### src/rtl/lsu_lane_align.sv
module lsu_lane_align #(
  parameter int XLEN = 32,
  parameter int DISP_W = 16,
  parameter int OP_W = 6
) (
  input  logic              clk,
  input  logic              rst_n,
  input  logic              req_valid,
  input  logic [OP_W-1:0]   opcode,
  input  logic [XLEN-1:0]   base,
  input  logic [DISP_W-1:0] offset,
  input  logic [XLEN-1:0]   store_data,
  output logic [XLEN-1:0]   mem_addr,
  output logic              mem_re,
  output logic              mem_we,
  output logic [XLEN/8-1:0] mem_wstrb,
  output logic [XLEN-1:0]   mem_wdata,
  input  logic [XLEN-1:0]   mem_rdata,
  output logic              addr_err,
  output logic              load_valid,
  output logic [XLEN-1:0]   load_data
);
  localparam int LANES = XLEN / 8;
  localparam int LW = $clog2(LANES);
  localparam logic [OP_W-1:0] OP_LB = 6'd32, OP_LH = 6'd33, OP_LW = 6'd35,
                              OP_LBU = 6'd36, OP_LHU = 6'd37,
                              OP_SB = 6'd40, OP_SH = 6'd41, OP_SW = 6'd43;

  logic is_ld, is_st, sz_b, sz_h, sz_w, uns;

  always_comb begin
    {is_ld, is_st, sz_b, sz_h, sz_w, uns} = '0;
    case (opcode)
      OP_LB:  {is_ld, sz_b} = 2'b11;
      OP_LBU: {is_ld, sz_b, uns} = 3'b111;
      OP_LH:  {is_ld, sz_h} = 2'b11;
      OP_LHU: {is_ld, sz_h, uns} = 3'b111;
      OP_LW:  {is_ld, sz_w} = 2'b11;
      OP_SB:  {is_st, sz_b} = 2'b11;
      OP_SH:  {is_st, sz_h} = 2'b11;
      OP_SW:  {is_st, sz_w} = 2'b11;
      default: ;
    endcase
  end

  logic [XLEN-1:0] ea;
  logic [LW-1:0] lane;
  logic misal, go;
  logic [LANES-1:0] lanes;

  assign ea = base + {{(XLEN-DISP_W){offset[DISP_W-1]}}, offset};
  assign lane = ea[LW-1:0];
  assign misal = (sz_w && lane != '0) || (sz_h && lane[0]);
  assign go = req_valid && !misal;

  assign mem_addr = ea;
  assign addr_err = req_valid && (is_ld || is_st) && misal;
  assign mem_re = go && is_ld;
  assign mem_we = go && is_st;

  always_comb begin
    if (sz_b)      lanes = LANES'(1) << lane;
    else if (sz_h) lanes = lane[1] ? 4'b1100 : 4'b0011;
    else           lanes = '1;
  end

  assign mem_wstrb = mem_we ? lanes : '0;
  assign mem_wdata = sz_b ? {LANES{store_data[7:0]}}
                   : sz_h ? {(LANES/2){store_data[15:0]}}
                   : store_data;

  logic pend, p_b, p_h, p_uns;
  logic [LW-1:0] p_lane;

  always_ff @(posedge clk or negedge rst_n) begin
    if (!rst_n) begin
      pend <= 1'b0;
      p_b <= 1'b0;
      p_h <= 1'b0;
      p_uns <= 1'b0;
      p_lane <= '0;
    end else begin
      pend <= mem_re;
      if (mem_re) begin
        p_b <= sz_b;
        p_h <= sz_h;
        p_uns <= uns;
        p_lane <= lane;
      end
    end
  end

  logic [7:0] rd_b;
  logic [15:0] rd_h;
  logic [XLEN-1:0] ext;

  assign rd_b = mem_rdata[8*p_lane +: 8];
  assign rd_h = p_lane[1] ? mem_rdata[31:16] : mem_rdata[15:0];

  always_comb begin
    if (p_b)      ext = {{(XLEN-8){!p_uns && rd_b[7]}}, rd_b};
    else if (p_h) ext = {{(XLEN-16){!p_uns && rd_h[15]}}, rd_h};
    else          ext = mem_rdata;
  end

  assign load_valid = pend;
  assign load_data = pend ? ext : '0;
endmodule


### config.mk
export PLATFORM = sky130hd
export DESIGN_NAME = lsu_lane_align
export DESIGN_NICKNAME = d
export VERILOG_FILES = /design/src/rtl/lsu_lane_align.sv
export SDC_FILE = /design/constraint.sdc
export NUM_CORES = 1
export LEC_CHECK = 0
export BUFFER_PORTS_ARGS = -buffer_cell sky130_fd_sc_hd__buf_2
export CORE_ASPECT_RATIO = 0.8
export CORE_MARGIN = 2
export CORE_UTILIZATION = 35
export CTS_CLUSTER_DIAMETER = 120
export DETAILED_ROUTE_END_ITERATION = 6
export GPL_TIMING_DRIVEN = 0
export PLACE_DENSITY = 0.76
export SLEW_MARGIN = 40
export SYNTH_ARGS = -nofsm -noshare
export SYNTH_HDL_FRONTEND = slang
export SYNTH_SLANG_ARGS = --single-unit
### constraint.sdc
create_clock -name clk -period 4.06 [get_ports clk]
set_input_delay 0.812 -clock clk [delete_from_list [all_inputs] [get_ports clk]]
set_output_delay 0.812 -clock clk [all_outputs]
set_load 0.02 [all_outputs]
==> results of run 1 <==
[sequential cells by signal, summed over array words and instances (netlist names)]
register / count
p_h: 1
p_uns: 1
p_lane: 2
p_b: 1
load_valid: 1
[report_power, final]
| part | leakage (µW) | internal, µW | switching (µW) | total [µW] |
|---|---|---|---|---|
| combinational | 0.00240 | 330 | 478 | 808 |
| clock | 0.0000370 | 126 | 33.4 | 160 |
| sequential | 0.0000797 | 69.0 | 3.44 | 72.4 |
[cell type report]
cell class / instances / area share (%)
Multi-Input combinational cell: 413 / 62.4
Timing Repair Buffer: 226 / 24.7
Sequential cell: 6 / 3.26
Tap cell: 115 / 3.12
Inverter: 17 / 1.38
Clock buffer: 3 / 1.63
Buffer: 32 / 3.47
[path summary, 6_finish.rpt]
kind	from	slack, ns	to
setup / recovery	offset[15]	0.14	mem_addr[29]
hold / removal	rst_n	0.40	load_valid$_DFF_PN0_
setup reg to reg	p_lane[1]$_DFFE_PN0P_	2.81	p_lane[1]$_DFFE_PN0P_
hold reg to reg	p_b$_DFFE_PN0P_	0.54	p_b$_DFFE_PN0P_
max in group asynchronous	rst_n	3.51	p_lane[1]$_DFFE_PN0P_
min in group clk	p_b$_DFFE_PN0P_	0.54	p_b$_DFFE_PN0P_
[worst max-delay path: stages]
cell	delay (ns)
clkbuf_4	0.22
ha_1	0.33
clkbuf_2	0.16
and3_1	0.24
nand4_1	0.15
nor3_1	0.06
a211o_1	0.31
nor2_2	0.22
o22ai_1	0.14
a211oi_1	0.25
buf_2	0.21
[synth_stat cells (2+ instances only)]
cell type / count
a211o_1: 2
a211oi_1: 2
a21o_1: 13
a21oi_1: 62
a21oi_2: 5
a311oi_1: 8
a31oi_1: 2
and2_1: 3
and3_1: 3
and3_2: 2
buf_2: 4
buf_4: 9
clkbuf_1: 18
dfrtp_1: 6
ha_1: 31
inv_1: 17
mux2_2: 10
mux2i_1: 19
mux4_2: 8
nand2_1: 78
nand3_1: 12
nand4_1: 6
nor2_1: 28
nor3_1: 8
o211ai_1: 2
o21a_1: 3
o21ai_0: 44
o21ai_1: 2
o21bai_1: 3
o31ai_1: 2
xnor2_1: 19
xor2_1: 9
[per-layer routing]
layer,vias to the layer above,track usage [%],routed length [µm]
li1,2185,-,-
met4,0,4.42,124
met1,2087,29.1,5150
met2,215,38.9,5870
met3,15,2.49,969
met5,-,0,0
[kinds of logic after synthesis]
logic type / count (synthesis)
DFF: 6
buffers and inverters: 50
adders and majority gates: 32
xor gates and xnor gates: 28
and+or+nand+nor: 149
muxes: 37
AOI/OAI and AO/OA: 167
[what timing repair did]
action | 4_1_cts | 5_1_grt
gates resized for setup | 0 | 6
hold buffers | 0 | 0
setup buffers | 0 | 3
endpoints found under the hold margin | 0 | 0
setup endpoints to repair | 0 | 5
[through the flow]
step                total power (µW)  hold WS [ns]  setup slack [ns]  std cells  util, %
floorplan                        614         0.466             0.188        469        -
global placement                 850         0.510            0.0755        807     49.9
detailed placement               864         0.535            0.0133        807     49.9
CTS                             1030         0.406           0.00568        810     50.8
global route                    1120         0.413           -0.0267        812     51.3
finish                          1040         0.405             0.138        812     51.3
==> results.md, run 1 <==
Setup path:
- The critical path data required time is roughly 3.3 ns.
- The endpoint arrival time on the critical path is ~3.1 ns.
- In this run the worst path has a maximum fanout of 17.
- The critical path capture point type is a primary output.
- The kind of start point of the critical path is an input port.
- The cell count of the worst reg-to-reg path is 4.
- The classification of the worst setup path is in -> out.

Logic synthesis:
- The area share of the largest cell type after synthesis is roughly an eighth.
- The total standard cell area after synthesis is around 0.0032 mm².
- The share of synthesized area spent on multiplexers is between 10% and 20%.
- The count of different cell masters after synthesis is 61.
- By area the synthesized netlist is led by ha_1 12%, a21oi_1 9.6%, nand2_1 9.1%, o21ai_0 6.8%, mux2i_1 5.9%.
- The share of the synthesized area in compound gates (AO/OA/AOI/OAI) is approximately 33%.
- Synthesis produced a netlist with a net count of between 600 and 700.
- The number of warning messages in the yosys log is 0.
- The post-synthesis area per instance is a little under 7 µm².
- Of the total synthesized cell area, the portion taken by full adders, half adders and majority gates is between 10 and 15%.
- Counting flops and latches in the post-synthesis netlist gives 6.
- The largest family of logic cells by synthesized area is compound AO/OA/AOI/OAI gates.
- The part of the Yosys area used for sequential elements is under 10%.
- The fraction of the mapped netlist area in simple logic gates is 20.6%.
- The most used flip-flop cell after synthesis is dfrtp_1.
- The proportion of synthesized flip-flops having asynchronous set or reset is between 90% and 100%.
- The largest area contributor in the netlist is ha_1.
- The area share of xor/xnor cells in the synthesized design is 7.58%.
- The number of instances in the synthesized netlist is between 400 and 500.
- Yosys mapped a number of flops with a built-in enable equal to 0.

Global routing:
- The initial antenna violation count is 0.
- Global routing finished with a remaining overflow of 0.
- Entering global routing, the biggest net connects 18 pins.
- The first-pass GRT wire length is ~19000 µm.
- Global routing used ~22% of the available tracks.
- The via count of the first global-routing pass came to 4175.

Routing:
- After detailed routing, the average wire length per cell comes to between 10 and 15 µm.
- For this block, the via count after detailed routing is 4502.
- For this run, the detailed router's first-pass iteration total came to 4.
- In the routed design, unresolved DRC markers number 0.
- After the first detailed-routing iteration, the DRC count stood at around 230.
- The number of antenna-violating nets in the routed design is 0.
- The aggregate routed wire length is between 10000 and 15000 µm.
- The via density per instance is about 5.5.

Worst hold path:
- The path class of the tightest hold or removal check is in -> async.

Timing:
- In the finished design, the share of the clock period the worst path needs comes to around 97%.
- Setup repair after global routing could not meet its margin everywhere.
- The worst slew slack as a fraction of its limit is 55.8%.
- Setup violations remaining at the end of the flow were counted as 0.
- Across the routed clock network, the largest skew measured is 0 ns.
- The maximum clock frequency is approximately 250 MHz.
- The number of slew-limit violations in the final report is 0.
- The number of failing hold endpoints at the final stage is 0.
- The transition at the pin with the smallest max-transition slack is around 0.66 ns.
- The worst path in the final design needs a cycle of 3.92 ns, including I/O delays and setup.
- Adding up every negative setup slack in the final design gives 0 ns.

Pwr:
- The maximum vdd ir drop is roughly 0.00013 V.
- The power density over cell area is ~230 mW/mm².
- Summed over all cells, the static leakage comes to about 0.0025 µW.

Clock network:
- Clock tree synthesis inserted a total of 3 buffers.
- The count of clock tree sinks is 6.
- The clock reaches the later pin of the worst-skew pair after roughly 0.23 ns.
- The H-tree depth is 1.
- The maximum buffer depth of the clock tree is 2.
- TritonCTS built the clock tree.
- The clock-pin slew of the registers on the worst-case setup and hold paths is around 0.030 ns.
- Clock tree synthesis selected as its root buffer the cell clkbuf_16.

Finish:
- In the final layout, the multi-input gates occupy between 0.002 and 0.003 mm².
- The most frequent standard cell in the layout excluding fill and tap cells is buf_2.
- The library cells used most frequently in the layout, excluding fill and tap cells, are 226 x buf_2, 78 x nand2_1, 61 x a21oi_1.
- The final-layout fill cell count is roughly 900.
- The area of all placed cells without fillers is ~0.0046 mm².
- The synthesis-to-finish area growth is 42.6%.
- The final layout contains ~850 nets.
- The area taken by flip-flops and latches is 150 µm².
- The number of antenna diodes in the final layout is 0.
- Cells with a size suffix above 1 make up between 40 and 50% of the layout.

Floorplan:
- The core region is between 0.008 and 0.009 mm².
- The number of primary I/O pins is approximately 230.
- The die boundary width is between 100 and 150 µm.
- Measured along the y axis, the die boundary spans about 90 µm.
- The starting utilization of the core area is ~36%.
- The area of the die is 0.0100 mm².
- Row generation in the floorplan step produced 31 rows.

Place:
- The HPWL after detailed placement is about 10000 µm.
- The number of buffers inserted by port buffering is about 220.
- At the end of routability-driven placement, the weighted congestion stood at roughly 0.91.
- The cell area after placement is roughly 0.0045 mm².

Status:
- The run finished with clean final reports.

Job:
- The max-capacitance violation count is 0.
No activity file was read; power rests on OpenSTA's default activity.
==> run 2, diff against run 1 <==
==> constraint.sdc (replaced) <==
create_clock -name clk -period 4 [get_ports clk]
set_input_delay 0.8 -clock clk [delete_from_list [all_inputs] [get_ports clk]]
set_output_delay 0.8 -clock clk [all_outputs]
set_load 0.02 [all_outputs]
==> run 2 against run 1 <==
First-iteration DRC count rose by 9.9%; critical path type unchanged; clock skew is the same; non-clock buffer count down 2; wire length increased by 1.1%.
==> results.md, run 2 (same netlist as run 1, synthesis figures left out) <==
Clock network:
- The count of clock tree sinks is 6 (unchanged).
- The clock-pin slew of the registers on the worst-case setup and hold paths came to 0.03 ns (about the same).
- The maximum buffer depth of the clock tree came to 2 (unchanged).
- Clock tree synthesis selected as its root buffer the cell clkbuf_16.
- TritonCTS built the clock tree.
- The hold buffer count at cts is 0 (unchanged).
- The H-tree depth is 1 (unchanged).
- The clock latency on the worst-skew pair is 0.23 ns (about the same).
- The TritonCTS buffer count was 3 (unchanged).

Finish:
- The area taken by flip-flops and latches is 150 µm² (unchanged).
- The area growth from synthesis to layout is 43.1%.
- The final-layout fill cell count was 896 (-0.11%).
- The net count of the finished layout is 850 (-0.23%).
- The most frequent standard cell in the layout excluding fill and tap cells is buf_2.
- The library cells used most frequently in the layout, excluding fill and tap cells, are 226 x buf_2, 78 x nand2_1, 60 x a21oi_1.
- The share of layout cells above drive strength 1 came to 40.9% (+0.55 points).
- The number of flip-flops in the largest register came to 2 (unchanged).
- The multi-input gate area in the final layout is 0.00290 mm² (+0.91%).
- Counting flops per register, the top entry is p_lane.
- The utilization after layout was 51.4% (+0.17 points).
- The antenna diode count came to 0 (unchanged).

Floorplan:
- The starting utilization of the core area came to 35.9% (unchanged).
- The die height is 90.0 µm (unchanged).
- The die boundary width is 111 µm (unchanged).
- The area of the die is 0.0100 mm² (unchanged).
- The area of the core came to 0.00900 mm² (unchanged).
- The number of primary I/O pins is 225 (unchanged).
- The row count is 31 (unchanged).

Global routing:
- The all-layer global routing usage is 22.1% (+0.028 points).
- The first-pass GRT wire length was 19100 µm (+0.18%).
- The pin count of the biggest net entering global routing is 18 (unchanged).
- The overflow left after global routing was 0 (unchanged).
- The initial antenna violation count is 0 (unchanged).
- The via count of the first global-routing pass was 4182 (+0.17%).

Routing:
- The wire length per cell after detailed routing came to 15.1 µm (+1.3%).
- The count of unresolved DRC violations after routing is 0 (unchanged).
- The violation count after the first detailed-routing iteration was 256 (+9.9%).
- The first-pass iteration count of the detailed router is 4 (unchanged).
- The aggregate routed wire length came to 12200 µm (+1.1%).
- The via density per instance is 5.54 (about the same).
- The number of antenna-violating nets in the routed design is 0 (unchanged).
- The total number of vias is 4488 (-0.31%).

Status:
- The flow ran to the end, and the final reports show no timing, DRC or antenna violations.

Timing:
- Setup repair after global routing left no endpoint under its margin.
- The clock tree skew after final layout is 0 ns (unchanged).
- The final worst slack is 0.158 ns (+0.0201 ns).
- The number of slew-limit violations in the final report was 0 (unchanged).
- The number of setup violations in the final report was 0 (unchanged).
- The final period utilization is a little over nine tenths.
- The worst slew slack as a fraction of its limit is 56.2% (+0.41 points).
- The smallest clock period supported by the final layout is computed as between 3 and 4 ns.
- The number of failing hold endpoints at the final stage is 0 (unchanged).
- Based on the critical path, the design can be clocked at up to between 200 and 300 MHz.
- The transition at the pin with the smallest max-transition slack is 0.650 ns (-0.00615 ns).

Setup path:
- In this design, the critical path's most frequently occurring cell is buf_2.
- The kind of start point of the critical path is an input port.
- The endpoint arrival time on the critical path is 3.04 ns (-0.07 ns).
- The critical path capture point type is a primary output.
- Walking the worst path, the cells encountered are buf_2 -> ha_2 -> inv_1 -> fa_2 -> nor2b_4 -> o2111ai_2 -> a21oi_2 -> o41ai_4 -> a21oi_4 -> and4b_2 -> a211oi_1 -> buf_2.
- The worst setup path is of the in -> out kind.
- The critical path's largest stage delay is 0.37 ns (+0.04 ns).
- The cell with the largest stage delay on the worst path is fa_2.
- The critical path data required time came to 3.20 ns (-0.05 ns).
- The maximum fanout encountered on the critical timing path was 5 (-12).

Place:
- The number of buffers inserted by port buffering was 223 (unchanged).
- The placer's final routability congestion estimate is 0.907 (unchanged).
- The half-perimeter wire length after detailed placement is 10200 µm (unchanged).
- The pre-CTS worst setup slack is -0.0227 ns (-0.0360 ns).

Worst hold path:
- The type of the most critical hold path is in -> async.

Pwr:
- The leakage power is 0.00251 µW (-0.10%).
- The power density over cell area is 230 mW/mm² (+1.9%).
- The maximum vdd ir drop came to 0.000132 V (+2.0%).

Job:
- The max-capacitance violation count was 0 (unchanged).
[run 2: path summary, 6_finish.rpt]
kind                                  startpoint               endpoint  slack (ns)  cells past startpoint
max                                    offset[0]           mem_addr[28]        0.16                     12
min                                        rst_n   load_valid$_DFF_PN0_        0.39                      1
max reg2reg                p_lane[1]$_DFFE_PN0P_  p_lane[1]$_DFFE_PN0P_        2.74                      4
min reg2reg                      p_b$_DFFE_PN0P_        p_b$_DFFE_PN0P_        0.54                      1
max in group asynchronous                  rst_n  p_lane[1]$_DFFE_PN0P_        3.46                      1
min in group clk                 p_b$_DFFE_PN0P_        p_b$_DFFE_PN0P_        0.54                      1
[run 2: layout make-up]
cell class	count	area share (%)
multi-input combinational	413	62.8
clock buffer	3	1.62
sequential	6	3.24
timing repair buffer	225	24.5
tap	115	3.11
buffer	31	3.38
inverter	17	1.38
[run 2: report_power, final]
group          leakage (µW)  total [µW]  switching [µW]  internal, µW
Combinational       0.00240         827             490           338
Sequential        0.0000797        73.5            3.49          70.0
Clock             0.0000370         162            34.0           128
[run 2: worst max-delay path: cells and delay by family]
kind / cells / cell delay [ns]
adder cells (fa/ha/maj): 2 / 0.55
AO/OA/AOI/OAI: 5 / 0.95
AND/OR/NAND/NOR: 2 / 0.39
buffers and inverters: 3 / 0.33
[run 2: layer usage]
layer  track usage (%)  share of wire [%]
met5                 0                  0
met4              4.42                1.0
met3              2.49                7.6
met2              38.9                 49
met1              29.2                 43
[run 2: through the flow]
step / hold slack (ns) / power (µW) / cell area [µm²] / instances / TNS [ns]
2_1_floorplan: 0.466 / 623 / 3230 / 469 / 0
3_3_place_gp: 0.510 / 862 / 4490 / 807 / 0
3_5_place_dp: 0.535 / 877 / 4490 / 807 / -0.0234
4_1_cts: 0.394 / 1050 / 4580 / 810 / 0
5_1_grt: 0.401 / 1140 / 4630 / 810 / 0
6_report: 0.393 / 1060 / 4630 / 810 / 0
[run 2: timing repair]
item,in CTS,in global routing
resized for setup,2,11
hold endpoints to repair,0,0
buffers inserted,0,2
pin swaps,0,3
endpoints found under the setup margin,2,6
==> run 3, diff against run 2 <==
--- a/config.mk
+++ b/config.mk
@@ -6,13 +6,15 @@
 export NUM_CORES = 1
 export LEC_CHECK = 0
 export BUFFER_PORTS_ARGS = -buffer_cell sky130_fd_sc_hd__buf_2
+export CELL_PAD_IN_SITES_DETAIL_PLACEMENT = 2
+export CELL_PAD_IN_SITES_GLOBAL_PLACEMENT = 2
 export CORE_ASPECT_RATIO = 0.8
 export CORE_MARGIN = 2
-export CORE_UTILIZATION = 35
+export CORE_UTILIZATION = 21
 export CTS_CLUSTER_DIAMETER = 120
 export DETAILED_ROUTE_END_ITERATION = 6
 export GPL_TIMING_DRIVEN = 0
-export PLACE_DENSITY = 0.76
+export PLACE_DENSITY = 0.9
 export SLEW_MARGIN = 40
 export SYNTH_ARGS = -nofsm -noshare
 export SYNTH_HDL_FRONTEND = slang
==> run 3 against run 2 <==
Clock-buffer cell count did not move; first-iteration DRC count fell by 52%; global-route usage fell by 3.5 points; non-clock buffer count rose by 4; wire length rose by 33%; largest cell class unchanged.
==> results.md, run 3 (same netlist as run 1, synthesis figures left out) <==
Status:
- The run finished with clean final reports.

Floorplan:
- The row count is 40 (+29%).
- The area of the die is 0.0164 mm² (+64%).
- The die height is 115 µm (+28%).
- The die boundary width is 143 µm (+28%).
- The area of the core is 0.0150 mm² (+67%).
- The number of primary I/O pins is 225 (unchanged).
- The starting utilization of the core area was 21.5% (-14 points).

Setup path:
- The endpoint arrival time on the critical path is 3.14 ns (+0.10 ns).
- The setup path with the least slack is of type in -> out.
- In this run the critical register-to-register path is launched from p_lane[1]$_DFFE_PN0P_.
- The cell that appears most often on the critical path is buf_4.
- The kind of start point of the critical path is an input port.
- The critical path capture point type is a primary output.
- The critical path data required time was 3.20 ns (about the same).
- The critical path's largest stage delay is 0.39 ns (+0.02 ns).
- The cell count of the worst reg-to-reg path is 4 (unchanged).
- The number of buffers and inverters on the critical path is 5 (+2).
- The family of cells with the greatest summed delay on the critical path is compound AO/OA/AOI/OAI gates.
- The endpoint identified for the worst register-to-register timing path is p_lane[1]$_DFFE_PN0P_.
- The register-to-register setup slack is 2.72 ns (-0.02 ns).
- Among all stages on the critical path, the largest delay is contributed by fa_2.
- The maximum fanout encountered on the critical timing path was 5 (unchanged).
- The critical path goes through buf_2 -> ha_4 -> inv_1 -> fa_2 -> nor2b_4 -> o2111ai_2 -> a21oi_2 -> o41ai_4 -> buf_4 -> a21oi_4 -> buf_6 -> a41oi_2 -> xnor2_1 -> buf_4.

Routing:
- The aggregate routed wire length came to 16200 µm (+33%).
- The count of unresolved DRC violations after routing is 0 (unchanged).
- The first-pass iteration count of the detailed router is 4 (unchanged).
- The via density per instance came to 5.10 (-7.9%).
- The total number of vias is 4532 (+0.98%).
- The violation count after the first detailed-routing iteration is 122 (-52%).
- The wire length per cell after detailed routing is 18.3 µm (+21%).
- The number of antenna-violating nets in the routed design was 0 (unchanged).

Finish:
- The area of all placed cells without fillers is 0.00478 mm² (+3.3%).
- In the layout the commonest cells are 223 x buf_2, 78 x nand2_1, 60 x a21oi_1.
- The utilization after layout is 31.8% (-20 points).
- The share of layout cells above drive strength 1 is 41.3% (+0.48 points).
- The library cell used most frequently in the layout, excluding fill and tap cells, is buf_2.
- The synthesis-to-finish area growth is 47.7%.
- The antenna diode count is 0 (unchanged).
- p_lane holds more flip-flops than any other register.
- The number of cells in the finished layout apart from fillers is 888 (+9.6%).
- The number of flip-flops in the largest register is 2 (unchanged).
- The net count of the finished layout is 854 (+0.47%).

Job:
- The max-capacitance violation count is 0 (unchanged).

Global routing:
- The pin count of the biggest net entering global routing is 18 (unchanged).
- The initial antenna violation count is 0 (unchanged).
- The via count of the first global-routing pass came to 4830 (+15%).
- The all-layer global routing usage was 18.6% (-3.5 points).
- The first-pass GRT wire length is 25000 µm (+31%).
- The overflow left after global routing came to 0 (unchanged).

Timing:
- The maximum clock frequency is 254 MHz (-2.5%).
- The shortest period the worst path allows is 3.94 ns (+0.0993 ns).
- Setup repair after global routing could not meet its margin everywhere.
- The number of setup violations in the final report is 0 (unchanged).
- The worst slew slack as a fraction of its limit came to 52.2% (-4.0 points).
- The number of failing hold endpoints at the final stage is 0 (unchanged).
- The clock tree skew after final layout was 0 ns (unchanged).
- The final worst slack is 0.0591 ns (-0.0993 ns).
- The transition at the pin with the smallest max-transition slack came to 0.717 ns (+0.0667 ns).
- The final period utilization came to 98.5% (+2.5 points).
- The number of slew-limit violations in the final report is 0 (unchanged).

Pwr:
- The sequential share of power was 6.7% (-0.2 points).
- The clock power share was 14.8% (-0.5 points).
- The leakage power is 0.00254 µW (+1.0%).
- The internal power component came to 548 µW (+2.3%).
- The power density over cell area is 231 mW/mm² (+0.62%).
- The net load switching power is 557 µW (+5.5%).
- The power share of the combinational group is 78.5% (+0.7 points).
- The post-route total power is 1100 µW (+3.9%).
- The share of total power consumed by net switching came to 50.4% (+0.78 points).
- The maximum vdd ir drop came to 0.0000914 V (-31%).

Place:
- The half-perimeter wire length after detailed placement is 13600 µm (+33%).
- The cell area after placement was 0.00459 mm² (+2.1%).
- The total placed cells including tap cells came to 881 (+9.2%).
- The number of buffers inserted by port buffering is 223 (unchanged).
- The placer's final routability congestion estimate is 0.830 (-8.5%).
- The pre-CTS worst setup slack is -0.107 ns (-0.0842 ns).

Clock network:
- The clock latency on the worst-skew pair was 0.23 ns (about the same).
- The count of clock tree sinks is 6 (unchanged).
- The maximum buffer depth of the clock tree is 2 (unchanged).
- The clock-pin slew of the registers on the worst-case setup and hold paths came to 0.03 ns (about the same).
- The H-tree depth was 1 (unchanged).
- The hold buffer count at cts is 0 (unchanged).
- The cell sitting at the root of the clock tree is a clkbuf_16.
- The TritonCTS buffer count is 3 (unchanged).
- TritonCTS built the clock tree.

Worst hold path:
- In this run the worst hold path is classified as in -> async.
run 3: timing repair:
action | in CTS | in global routing
setup endpoints to repair | 3 | 10
cloned | 0 | 0
setup buffers | 0 | 6
resized for setup | 2 | 15
pin swaps | 0 | 5
run 3: how the worst max path moves through the flow:
| stage | start | endpoint | cells past startpoint |
|---|---|---|---|
| after global placement | offset[0] | mem_addr[28] | 12 |
| after detailed placement | offset[0] | mem_addr[28] | 12 |
| after global routing | offset[0] | mem_addr[30] | 14 |
| after floorplan | offset[0] | mem_addr[28] | 10 |
| final | offset[0] | mem_addr[30] | 14 |
| after CTS | offset[0] | mem_addr[28] | 12 |
run 3: power groups by stage:
stage          clock (µW)  combinational (µW)  sequential (µW)
6_report              164                 868             73.6
5_1_grt               168                 946             75.3
4_1_cts               166                 843             73.9
3_5_place_dp            0                 835             74.4
3_3_place_gp            0                 814             74.1
2_1_floorplan           0                 550             73.2
run 3: final cells by class:
cell class,count,area (µm²)
inverters,17,63.8
plain buffers,31,156
multi-input cells,413,2920
repair buffers,229,1170
flip-flops and latches,6,150
fillers,1858,10200
clock buffers,3,75.1
well taps,189,236
run 3: worst register-to-register path, cell delays in order, from the launching register on:
cell	delay, ns
dfrtp_1	0.31
buf_2	0.25
clkbuf_1	0.46
nand2_1	0.09
o21ai_0	0.09
run 3: per-layer routing:
layer	global-route usage [%]	up-vias	share of wire [%]
li1	-	2170	-
met1	23.6	2171	44
met2	32.7	171	47
met4	4.36	0	1.8
met3	3.46	20	7.0
met5	0	-	0
run 3: through the flow:
stage / setup TNS (ns) / hold slack (ns)
2_1_floorplan: 0 / 0.466
3_3_place_gp: -0.104 / 0.529
3_5_place_dp: -0.166 / 0.530
4_1_cts: -0.0195 / 0.398
5_1_grt: -0.213 / 0.402
6_report: 0 / 0.391
